### src/rtl/rs_pkg.sv
package rs_pkg;
  typedef enum logic {
    ST_IDLE = 1'b0,
    ST_RUN  = 1'b1
  } rs_state_t;
endpackage

### src/rtl/rs_sample_ctr.sv
module rs_sample_ctr #(
  parameter int ROW_SAMPLES   = 2048,
  parameter int BLOCK_SAMPLES = 64,
  localparam int SMP_W        = $clog2(ROW_SAMPLES)
) (
  input  logic clk,
  input  logic rst_n,
  input  logic clr,
  input  logic adv,
  output logic at_last,
  output logic in_tail
);
  localparam logic [SMP_W-1:0] LAST_POS = SMP_W'(ROW_SAMPLES - 1);
  localparam logic [SMP_W-1:0] TAIL_POS = SMP_W'(ROW_SAMPLES - BLOCK_SAMPLES);

  logic [SMP_W-1:0] pos_q, pos_d;
  logic             pos_en;

  always_comb begin
    pos_en = clr | adv;
    pos_d  = pos_q;
    if (clr)             pos_d = '0;
    else if (pos_q == LAST_POS) pos_d = '0;
    else                 pos_d = pos_q + SMP_W'(1);
  end

  always_ff @(posedge clk or negedge rst_n) begin
    if (!rst_n)      pos_q <= '0;
    else if (pos_en) pos_q <= pos_d;
  end

  assign at_last = (pos_q == LAST_POS);
  assign in_tail = (pos_q >= TAIL_POS);
endmodule

### src/rtl/rs_row_ctr.sv
module rs_row_ctr #(
  parameter int ROWS   = 1888,
  localparam int ROW_W = $clog2(ROWS)
) (
  input  logic             clk,
  input  logic             rst_n,
  input  logic             load,
  input  logic [ROW_W-1:0] load_val,
  input  logic             adv,
  output logic [ROW_W-1:0] row,
  output logic             at_last
);
  localparam logic [ROW_W-1:0] LAST_ROW = ROW_W'(ROWS - 1);

  logic [ROW_W-1:0] row_q, row_d;
  logic             row_en;

  always_comb begin
    row_en = load | adv;
    if (load) row_d = load_val;
    else      row_d = row_q + ROW_W'(1);
  end

  always_ff @(posedge clk or negedge rst_n) begin
    if (!rst_n)      row_q <= '0;
    else if (row_en) row_q <= row_d;
  end

  assign row     = row_q;
  assign at_last = (row_q == LAST_ROW);
endmodule

### src/rtl/rs_event_latch.sv
module rs_event_latch (
  input  logic clk,
  input  logic rst_n,
  input  logic clr,
  input  logic set_ovf,
  input  logic set_eom,
  output logic ovf,
  output logic eom
);
  logic ovf_q, ovf_d, eom_q, eom_d;

  always_comb begin
    ovf_d = ovf_q & ~clr;
    eom_d = eom_q & ~clr;
    if (set_ovf) ovf_d = 1'b1;
    if (set_eom) eom_d = 1'b1;
  end

  always_ff @(posedge clk or negedge rst_n) begin
    if (!rst_n) begin
      ovf_q <= 1'b0;
      eom_q <= 1'b0;
    end else begin
      ovf_q <= ovf_d;
      eom_q <= eom_d;
    end
  end

  assign ovf = ovf_q;
  assign eom = eom_q;
endmodule

### src/rtl/row_sequencer.sv
module row_sequencer #(
  parameter int ROWS          = 1888,
  parameter int ROW_SAMPLES   = 2048,
  parameter int BLOCK_SAMPLES = 64,
  localparam int ROW_W        = $clog2(ROWS)
) (
  input  logic             clk,
  input  logic             rst_n,
  input  logic             sample_tick,
  input  logic             start_pulse,
  input  logic             stop_pulse,
  input  logic [ROW_W-1:0] start_row,
  input  logic             eom_mark,
  input  logic             irq_clear,
  output logic [ROW_W-1:0] row_addr,
  output logic             row_end_oe,
  output logic             irq_n,
  output logic             ovf_flag,
  output logic             eom_flag
);
  import rs_pkg::*;

  // reset: asserted at once, released on a clock edge
  logic rst_meta, rst_sync_n;
  always_ff @(posedge clk or negedge rst_n) begin
    if (!rst_n) begin
      rst_meta   <= 1'b0;
      rst_sync_n <= 1'b0;
    end else begin
      rst_meta   <= 1'b1;
      rst_sync_n <= rst_meta;
    end
  end

  rs_state_t state_q, state_d;
  logic      run_q;
  logic      go_start, go_eom, go_stop, go_tick;
  logic      smp_last, smp_tail, row_last;
  logic      row_wrap, ovf_hit;

  assign run_q = (state_q == ST_RUN);

  // control priority: start > eom > stop > tick
  always_comb begin
    go_start = start_pulse;
    go_eom   = run_q & ~start_pulse & eom_mark;
    go_stop  = run_q & ~start_pulse & ~eom_mark & stop_pulse;
    go_tick  = run_q & ~start_pulse & ~eom_mark & ~stop_pulse & sample_tick;
    row_wrap = go_tick & smp_last;
    ovf_hit  = row_wrap & row_last;
  end

  always_comb begin
    state_d = state_q;
    if (go_start)                          state_d = ST_RUN;
    else if (go_eom | go_stop | ovf_hit)   state_d = ST_IDLE;
  end

  always_ff @(posedge clk or negedge rst_sync_n) begin
    if (!rst_sync_n) state_q <= ST_IDLE;
    else             state_q <= state_d;
  end

  rs_sample_ctr #(
    .ROW_SAMPLES  (ROW_SAMPLES),
    .BLOCK_SAMPLES(BLOCK_SAMPLES)
  ) u_smp (
    .clk    (clk),
    .rst_n  (rst_sync_n),
    .clr    (go_start),
    .adv    (go_tick),
    .at_last(smp_last),
    .in_tail(smp_tail)
  );

  rs_row_ctr #(
    .ROWS(ROWS)
  ) u_row (
    .clk     (clk),
    .rst_n   (rst_sync_n),
    .load    (go_start),
    .load_val(start_row),
    .adv     (row_wrap & ~row_last),
    .row     (row_addr),
    .at_last (row_last)
  );

  rs_event_latch u_evt (
    .clk    (clk),
    .rst_n  (rst_sync_n),
    .clr    (irq_clear),
    .set_ovf(ovf_hit),
    .set_eom(go_eom),
    .ovf    (ovf_flag),
    .eom    (eom_flag)
  );

  assign row_end_oe = run_q & smp_tail;
  assign irq_n      = ~(ovf_flag | eom_flag);
endmodule

### config.mk
export PLATFORM = sky130hd
export DESIGN_NAME = row_sequencer
export DESIGN_NICKNAME = d
export VERILOG_FILES = /design/src/rtl/rs_pkg.sv /design/src/rtl/rs_sample_ctr.sv /design/src/rtl/rs_row_ctr.sv /design/src/rtl/rs_event_latch.sv /design/src/rtl/row_sequencer.sv
export SDC_FILE = /design/constraint.sdc
export NUM_CORES = 1
export LEC_CHECK = 0
export CORE_ASPECT_RATIO = 1.4
export CORE_MARGIN = 4
export CORE_UTILIZATION = 50
export DETAILED_ROUTE_END_ITERATION = 10
export PLACE_DENSITY = 0.78
export SKIP_CTS_REPAIR_TIMING = 1
export SLEW_MARGIN = 20
export SYNTH_ARGS = -nofsm -noshare
export SYNTH_HDL_FRONTEND = slang
export SYNTH_SLANG_ARGS = --single-unit
### constraint.sdc
create_clock -name clk -period 1.3 [get_ports clk]
set_input_delay 0.13 -clock clk [delete_from_list [all_inputs] [get_ports clk]]
set_output_delay 0.13 -clock clk [all_outputs]
set_load 0.02 [all_outputs]
==> results of run 1 <==
layer usage:
metal | wire length, um | vias up | share of wire, % | track usage [%]
met4 | 766 | 0 | 9.3 | 11.89
met1 | 2633 | 1015 | 32 | 25.27
li1 | - | 869 | - | -
met5 | 0 | - | 0 | 0
met3 | 756 | 81 | 9.1 | 4.340
met2 | 4119 | 218 | 50 | 48.16
cells in the mapped netlist, types with 5 or more instances:
cell type / count
nand4_1: 7
inv_1: 9
o31ai_1: 5
a31oi_1: 9
nor4_1: 5
nor2_1: 17
dfrtp_1: 27
clkbuf_1: 6
nand3_1: 13
nor3_1: 5
nand2_1: 14
or4_1: 6
area by class of cell:
class                   instances  share of cell area, %
multi-input cells             132                  38.74
repair buffers                103                  32.59
flip-flops and latches         27                  24.01
well taps                      37                  1.627
clock buffers                   4                  1.583
inverters                      10                  1.451
worst max path at each step:
stage / startpoint / end / slack [ns]
2_1_floorplan: u_smp.pos_q[1] / u_row.row[7] / -0.66
3_3_place_gp: stop_pulse / u_row.row[10] / -0.74
3_5_place_dp: eom_mark / u_row.row[6] / -0.79
4_1_cts: u_smp.pos_q[1] / u_row.row[6] / -0.68
5_1_grt: u_smp.pos_q[1] / u_row.row[2] / -0.70
6_report: u_smp.pos_q[1] / u_row.row[2] / -0.60
logic make-up (layout without fill, tap and decap cells):
group                      Yosys count  after routing  share of synthesized area [%]
and+or+nand+nor                     84             85                          29.08
AOI/OAI and AO/OA                   37             37                          17.35
DFF                                 27             27                          42.79
buffers and inverters               18            117                          4.833
xor gates and xnor gates             6              6                          3.328
adders and majority gates            3              3                          2.377
other                                1              1                         0.2375
state kept, by name, summed over array words and instances (netlist names):
signal and flops:
rst_meta 1, u_row.row 11, run_q 1, rst_sync_n 1, u_smp.pos_q 11, u_evt.ovf 1, u_evt.eom 1
power breakdown:
part	internal [W]	switching (W)
sequential	0.000884	0.0000455
combinational	0.000312	0.000313
clock	0.000221	0.000274
worst max-delay path, delay by kind of cell (launching register included):
| family | cells | cell delay (ns) |
|---|---|---|
| AO/OA/AOI/OAI | 2 | 0.40 |
| AND/OR/NAND/NOR | 2 | 0.61 |
| flip-flops | 1 | 0.41 |
| buffers and inverters | 1 | 0.17 |
| adder cells (fa/ha/maj) | 1 | 0.17 |
stage by stage:
step	std cells	hold WS (ns)
2_1_floorplan	176	-0.1656
3_3_place_gp	297	0.2294
3_5_place_dp	297	0.2408
4_1_cts	301	0.003600
5_1_grt	313	0.2800
6_report	313	0.2521
==> metrics.yaml, run 1 <==
synthesis:
  synth_top_area_share_pct: 42.79
  ys_seq_area_share_pct: 42.79
  netlist_instances: 176
  ys_async_sr_fraction_pct: 100.0
  synth_edf_count: 0
  avgSynthCellArea_um2: 8.972
  synth_cell_types: 42
  synth_area_leaders: "dfrtp_1 (43%), nand3_1 (4.1%), nor2_1 (4.0%)"
  syn-cell-area_um2: 1579
  synth_fp_nets: 197
  synth-seq-cells: 27
  synth-main-ff-cell: "dfrtp_1"
  yosys_warnings: 0
  synth_area_leader_cell: "dfrtp_1"
power:
  p_per_area_nw_per_um2: 720.1
  cellLeakagePower_nw: 1.353
  vdd_drop_max_mv: 0.8893
  power_w: 0.002049
placed_design:
  dpl_cell_area_um2: 2464
  gp_congestion: 0.8632
  hpwl_um: 3815
  io_buffers: 32
  post-place-ws_ns: -0.7949
floorplanning:
  start_util_pct: 53.79
  rows: 23
  io_pins: 33
  die_h_um: 74.49
  core-area_um2: 2935
  die-area_um2: 4134
  fp.dieW_um: 55.50
worst_setup_path:
  critPathCaptureType: "flip-flop"
  crit_type: "flip-flop to flip-flop"
  ff2ff_setup_slack_ns: -0.60
  required_ns: 1.44
  worstPathMaxFanout: 8
  r2r-start: "u_smp.pos_q[1]"
  path_cells: "ha_4 -> nand3_4 -> or4_4 -> buf_4 -> o41ai_2 -> o211ai_1"
  cp.arrival_ns: 2.04
  cpPeakStageDelay_ns: 0.51
  reg2reg_to: "u_row.row[2]"
  crit_slowest_cell: "or4_4"
  r2r.worst_path.cells: 6
  startpoint_type: "flip-flop"
worst_hold_path:
  hp-class: "flip-flop to asynchronous set/reset pin"
final_layout:
  n_antenna_cell: 0
  syn_to_final_growth_pct: 80.19
  multiInputGateArea_um2: 1102
  finalInstanceArea_um2: 2845
  nNetsFinal: 298
  regArea_um2: 683.2
  utilization_pct: 96.93
  layout-drive-gt1-share_pct: 45.29
  final_cell_mix: "buf_4 (63), dfrtp_1 (21), nor2_1 (16), dlymetal6s2s_1 (16), clkdlybuf4s50_1 (15)"
  final_common_cell: "buf_4"
  n_fill_cell: 53
timing:
  setup_tns_ns: -10.47
  finalMaxSlewViolations: 0
  rsz0062_at_grt: "true"
  finalWorstSetupSlack_ns: -0.6014
  fin_crit_ns: 1.901
  timing.final.crit_share_pct: 146.3
  fmaxAchievable_mhz: 525.9
  hold_viol: 0
  finClkSkew_ns: 0.003272
  setup_violations: 25
status:
  violations: "setup timing"
  outcome: "complete, but fails checks"
global_route:
  grt_pass1_vias: 1841
  grt_usage_pct: 24.63
  antenna_found_initial: 0
  grt_overflow_total: 0
  grt_pass1_wl_um: 8107
  grt_start_max_net_pins: 26
detailed_routing:
  detail_route.iter0.violations: 261
  drtAntennaViolNets: 0
  first_pass_iters: 5
  via_per_inst: 6.974
  drc: 0
  vias: 2183
  wirelength_um: 8276
  drt-wirelength-per-cell_um: 26.44
clocking:
  cts_buffer_depth: 2
  clock_sinks: 27
  clockRootBuffer: "clkbuf_8"
  cts_made_buffers: 3
  clock_latency_ns: 0.28
  h-tree-depth: 1
  tritoncts: "built"
  path_clk_slew_ns: 0.09
run:
  maxCapViolations: 0
Power figures use the tool's default switching activity.
==> run 2: changes to the inputs <==
CORE_MARGIN = 2   (was 4)
PLACE_DENSITY = 0.85   (was 0.78)
SYNTH_HIERARCHICAL = 1   (was default)
==> run 2 against run 1 <==
Against the previous run:
- the flow finishes with violations (hold timing, setup timing)
- register-to-register slack got worse by 0.44 ns
- global-route usage is 2.9 points higher
- total power is 7.0% lower
- wire length shrank 28%
- via count fell by 18%
- clock skew grew 0.0081 ns
- final cell count down 10%
- utilization down 12 points
- combinational power is 23% lower
- non-clock buffer count down 17
- largest cell class unchanged
- largest power group unchanged
==> metrics.yaml, run 2 <==
status:
  outcome: "complete, but fails checks"
  violations: "hold timing, setup timing"
global_route:
  antenna_found_initial: 0
  grt_usage_pct: 27.51
  grt_overflow_total: 0
  grt_pass1_wl_um: 7714
  grt_pass1_vias: 1724
  grt_start_max_net_pins: 41
synthesis:
  synth-main-ff-cell: "dfrtp_1"
  synth_top_area_share_pct: 41.80
  syn-cell-area_um2: 1617
  netlist_instances: 159
  synth_edf_count: 0
  synth-seq-cells: 27
  synth_area_leader_cell: "dfrtp_1"
  avgSynthCellArea_um2: 10.17
  yosys_warnings: 6
  ys_async_sr_fraction_pct: 100.0
  synth_fp_nets: 180
  synth_area_leaders: "dfrtp_1 (42%), nand2_1 (3.7%), xor2_1 (3.3%)"
  synthTopCellsByCount: "dfrtp_1 (27), nand2_1 (16), nand3_1 (9)"
  yosysMostFrequentCell: "dfrtp_1"
  synth_cell_types: 51
  ys_seq_area_share_pct: 41.80
clocking:
  cts_buffer_depth: 2
  clockRootBuffer: "clkbuf_8"
  clock_sinks: 27
  cts_made_buffers: 3
  tritoncts: "built"
  path_clk_slew_ns: 0.09
  h-tree-depth: 1
  clock_latency_ns: 0.29
worst_setup_path:
  cp_num_buf_inv: 2
  path_cells: "nand4_2 -> nor4_4 -> inv_2 -> nor4b_4 -> buf_6 -> or3b_4 -> or4_4 -> nand3_2"
  cpPeakStageDelay_ns: 0.43
  required_ns: 1.52
  crit_slowest_cell: "or4_4"
  crit_type: "flip-flop to flip-flop"
  crit_family: "simple AND/OR/NAND/NOR gates"
  startpoint_type: "flip-flop"
  critPathCaptureType: "flip-flop"
  r2r-start: "u_smp/pos_q[8]"
  setup.worst_path.start: "u_smp/pos_q[8]"
  cp.arrival_ns: 2.56
  worstPathMaxFanout: 6
timing:
  fin_crit_ns: 2.340
  setup_violations: 25
  hold_viol: 2
  fmaxAchievable_mhz: 427.3
  finalWorstSetupSlack_ns: -1.040
  rsz0062_at_grt: "true"
  timing.final.crit_share_pct: 180.0
  holdWs_ns: -0.001266
  finClkSkew_ns: 0.01133
  finalMaxSlewViolations: 0
final_layout:
  nNetsFinal: 264
  n_fill_cell: 148
  layout-drive-gt1-share_pct: 43.39
  final_common_cell: "buf_4"
  regArea_um2: 681.9
  final_cell_mix: "buf_4 (50), dfrtp_1 (22), clkdlybuf4s50_1 (16)"
  multiInputGateArea_um2: 1060
  utilization_pct: 84.91
  syn_to_final_growth_pct: 62.46
  n_antenna_cell: 0
  finalInstanceArea_um2: 2626
detailed_routing:
  vias: 1790
  detail_route.iter0.violations: 117
  drt-wirelength-per-cell_um: 21.32
  wirelength_um: 5992
  drc: 0
  drtAntennaViolNets: 0
  first_pass_iters: 5
  via_per_inst: 6.370
power:
  power_w: 0.001906
  vdd_drop_max_mv: 0.8004
  p_per_area_nw_per_um2: 725.7
  cellLeakagePower_nw: 1.229
placed_design:
  io_buffers: 32
  dpl_cell_area_um2: 2310
  gp_congestion: 0.8131
  hpwl_um: 3584
run:
  maxCapViolations: 0
floorplanning:
  start_util_pct: 52.27
  die_h_um: 71.28
  die-area_um2: 3710
  rows: 24
  io_pins: 33
  core-area_um2: 3093
  fp.dieW_um: 52.06
worst_hold_path:
  hp-class: "primary input to asynchronous set/reset pin"
[run 2: worst paths after layout]
check	endpoint	slack [ns]	cells after the start
setup reg to reg	u_row/row[10]	-1.04	8
min in group clk	rst_sync_n	0.35	0
max in group asynchronous	u_row/row[0]	0.80	1
setup / recovery	u_row/row[10]	-1.04	8
hold / removal	rst_sync_n	-0.001	1
hold reg to reg	u_row/row[5]	0.23	1
[run 2: power by group]
part / internal (W) / switching [W] / total (W)
combinational: 0.000228 / 0.000254 / 0.000482
clock: 0.000221 / 0.000292 / 0.000513
sequential: 0.000880 / 0.0000302 / 0.000911
[run 2: logic make-up (layout without fill, tap and decap cells)]
family                     Yosys count  count (layout)  share of synthesized area, %
and+or+nand+nor                     71              71                         29.18
AOI/OAI and AO/OA                   35              35                         16.72
DFF                                 27              27                         41.80
buffers and inverters               13              96                         4.644
xor gates and xnor gates             7               7                         3.793
adders and majority gates            3               3                         2.322
muxes                                2               2                         1.316
other                                1               1                        0.2320
[run 2: metal layers]
layer  GRT usage [%]  up-vias  part of all wire [%]  wire, um
li1                -      763                     -         -
met1           30.07      867                    35      2077
met2           51.05      121                    54      3209
met3           2.917       39                   6.4       382
met4           12.87        0                   5.4       322
met5               0        -                     0         0
[run 2: worst reg2reg max path: cells and delay by family, from the launching register on]
family	cells	cell delay, ns
and+or+nand+nor	6	1.64
buffers and inverters	2	0.26
DFF	1	0.39
[run 2: through the flow]
stage	setup WS, ns	hold WS (ns)	instances	setup TNS (ns)
CTS	-1.117	0.003872	269	-16.73
detailed placement	-1.107	0.2364	265	-16.62
floorplan	-1.203	-0.1656	159	-12.36
global route	-1.093	-0.002243	281	-14.98
finish	-1.040	-0.001266	281	-13.17
global placement	-0.8940	0.2310	265	-15.16
[run 2: final cells by class]
type	count	share of cell area, %
Clock buffer	4	1.715
Tap cell	39	1.858
Timing Repair Buffer	86	29.16
Inverter	6	0.9528
Sequential cell	27	25.96
Multi-Input combinational cell	119	40.35
==> run 3: changes to the inputs <==
CORE_UTILIZATION = 40   (was 50)
PLACE_DENSITY = 0.72   (was 0.85)
TNS_END_PERCENT = 30   (was default)
==> run 3 against run 2 <==
Against the previous run:
- the flow still finishes with violations (hold timing, setup timing)
- largest power group unchanged
- clock skew down 0.0086 ns
- sequential power shrank 1%
- critical endpoint unchanged
- utilization shrank 19 points
- fmax rose by 2.0%
==> metrics.yaml, run 3 (same netlist as run 2, synthesis figures left out) <==
placed_design:
  io_buffers: 32
  placedCellCount: 274
  hpwl_um: 3283
  dpl_cell_area_um2: 2321
  gp_congestion: 0.8420
floorplanning:
  rows: 27
  core-area_um2: 3919
  die-area_um2: 4573
  die_h_um: 79.22
  fp.dieW_um: 57.73
  start_util_pct: 41.25
  io_pins: 33
detailed_routing:
  highest_layer: "met4"
  first_pass_iters: 4
  met2WireLength_um: 2624
  drtAntennaViolNets: 0
  met3_wirelength_um: 171
  vias: 1630
  drc: 0
  drt-wirelength-per-cell_um: 16.04
  wirelength_um: 4555
  via_per_inst: 5.739
  wl_met1_um: 1651
  detail_route.iter0.violations: 32
worst_setup_path:
  worstPathMaxFanout: 4
  critPathCaptureType: "flip-flop"
  path_cells: "ha_4 -> nand2_4 -> nor4_4 -> inv_2 -> nor4b_4 -> buf_4 -> or3b_1 -> or4_1 -> nand3_1"
  crit_family: "simple AND/OR/NAND/NOR gates"
  crit_type: "flip-flop to flip-flop"
  required_ns: 1.52
  cp.arrival_ns: 2.51
  cp_num_buf_inv: 2
  crit_slowest_cell: "dfrtp_1"
  cpPeakStageDelay_ns: 0.43
  startpoint_type: "flip-flop"
  ff2ff_setup_slack_ns: -0.99
final_layout:
  final_cell_mix: "buf_4 (47), dfrtp_1 (27), clkdlybuf4s50_1 (17)"
  layout-drive-gt1-share_pct: 36.10
  n_fill_cell: 315
  finalInstanceArea_um2: 2567
  nNetsFinal: 263
  layout.cells.non_filler: 284
  n_antenna_cell: 0
  syn_to_final_growth_pct: 58.82
  final_common_cell: "buf_4"
  utilization_pct: 65.52
clocking:
  clock_latency_ns: 0.28
  cts_buffer_depth: 2
  tritoncts: "built"
  clock_sinks: 27
  clockRootBuffer: "clkbuf_8"
  path_clk_slew_ns: 0.10
  cts_made_buffers: 3
  h-tree-depth: 1
timing:
  fin_crit_ns: 2.294
  hold_viol: 2
  holdWs_ns: -0.002690
  fmaxAchievable_mhz: 435.9
  rsz0062_at_grt: "true"
  timing.final.crit_share_pct: 176.5
  finClkSkew_ns: 0.002715
  setup_violations: 24
  finalWorstSetupSlack_ns: -0.9943
  finalMaxSlewViolations: 0
power:
  swShare_pct: 28.35
  p_int_w: 0.001323
  pwr-share-clk_pct: 27.0
  sequentialPowerShare_pct: 48.8
  power_switching_w: 0.0005234
  cellLeakagePower_nw: 1.214
  vdd_drop_max_mv: 0.5510
  power_w: 0.001846
  p_per_area_nw_per_um2: 719.1
  pwr-share-comb_pct: 24.2
global_route:
  grt_overflow_total: 0
  antenna_found_initial: 0
  grt_pass1_vias: 1766
  grt_start_max_net_pins: 26
  grt_pass1_wl_um: 7486
  grt_usage_pct: 20.56
status:
  outcome: "complete, but fails checks"
  violations: "hold timing, setup timing"
worst_hold_path:
  hp-class: "primary input to asynchronous set/reset pin"
run:
  maxCapViolations: 0
-- run 3: cell count changes in the layout (fill, tap and decap cells not counted), moves of 2 or more --
| cell | before | now |
|---|---|---|
| buf_6 | 4 | 7 |
| nand2_2 | 3 | 0 |
| o21ai_1 | 4 | 2 |
| dfrtp_2 | 5 | 0 |
| buf_4 | 50 | 47 |
| nand2_1 | 12 | 15 |
| dfrtp_1 | 22 | 27 |
| o21ai_0 | 3 | 5 |
-- run 3: power groups by stage --
stage	combinational, W	sequential, W	clock [W]
after global routing	0.000484	0.000907	0.000539
final	0.000446	0.000901	0.000499
after global placement	0.000424	0.000915	0
after detailed placement	0.000429	0.000917	0
after CTS	0.000432	0.000901	0.000498
after floorplan	0.000111	0.000991	0
-- run 3: layer usage --
layer	vias to the layer above	track usage [%]
li1	756	-
met1	807	23.18
met2	55	38.30
met3	12	2.117
met4	0	8.372
met5	-	0
-- run 3: final timing paths --
kind	start	end	cells after the start
max	u_smp/pos_q[1]	u_row/row[10]	9
min	rst_n	rst_sync_n	1
max reg2reg	u_smp/pos_q[1]	u_row/row[10]	9
min reg2reg	rst_sync_n	u_smp/pos_q[6]	1
max in group asynchronous	rst_sync_n	u_row/row[7]	1
min in group clk	rst_meta	rst_sync_n	0
-- run 3: cell type report --
type | instances | area, um^2 | share of cell area (%)
Inverter | 6 | 22.52 | 0.8772
Tap cell | 43 | 53.80 | 2.096
Clock buffer | 4 | 45.04 | 1.754
Timing Repair Buffer | 85 | 769.5 | 29.97
Multi-Input combinational cell | 119 | 1001 | 38.99
Sequential cell | 27 | 675.6 | 26.32
-- run 3: worst register-to-register path, stage by stage (launching register included) --
cell and delay, ns:
dfrtp_1 0.43, ha_4 0.18, nand2_4 0.06, nor4_4 0.29, inv_2 0.07, nor4b_4 0.22
buf_4 0.18, or3b_1 0.33, or4_1 0.40, nand3_1 0.08
-- run 3: stage by stage --
| stage | setup TNS (ns) | setup WS [ns] |
|---|---|---|
| 4_1_cts | -17.61 | -1.030 |
| 5_1_grt | -15.20 | -1.102 |
| 3_3_place_gp | -15.91 | -0.9127 |
| 3_5_place_dp | -17.09 | -0.9991 |
| 2_1_floorplan | -14.71 | -1.204 |
| 6_report | -12.98 | -0.9943 |
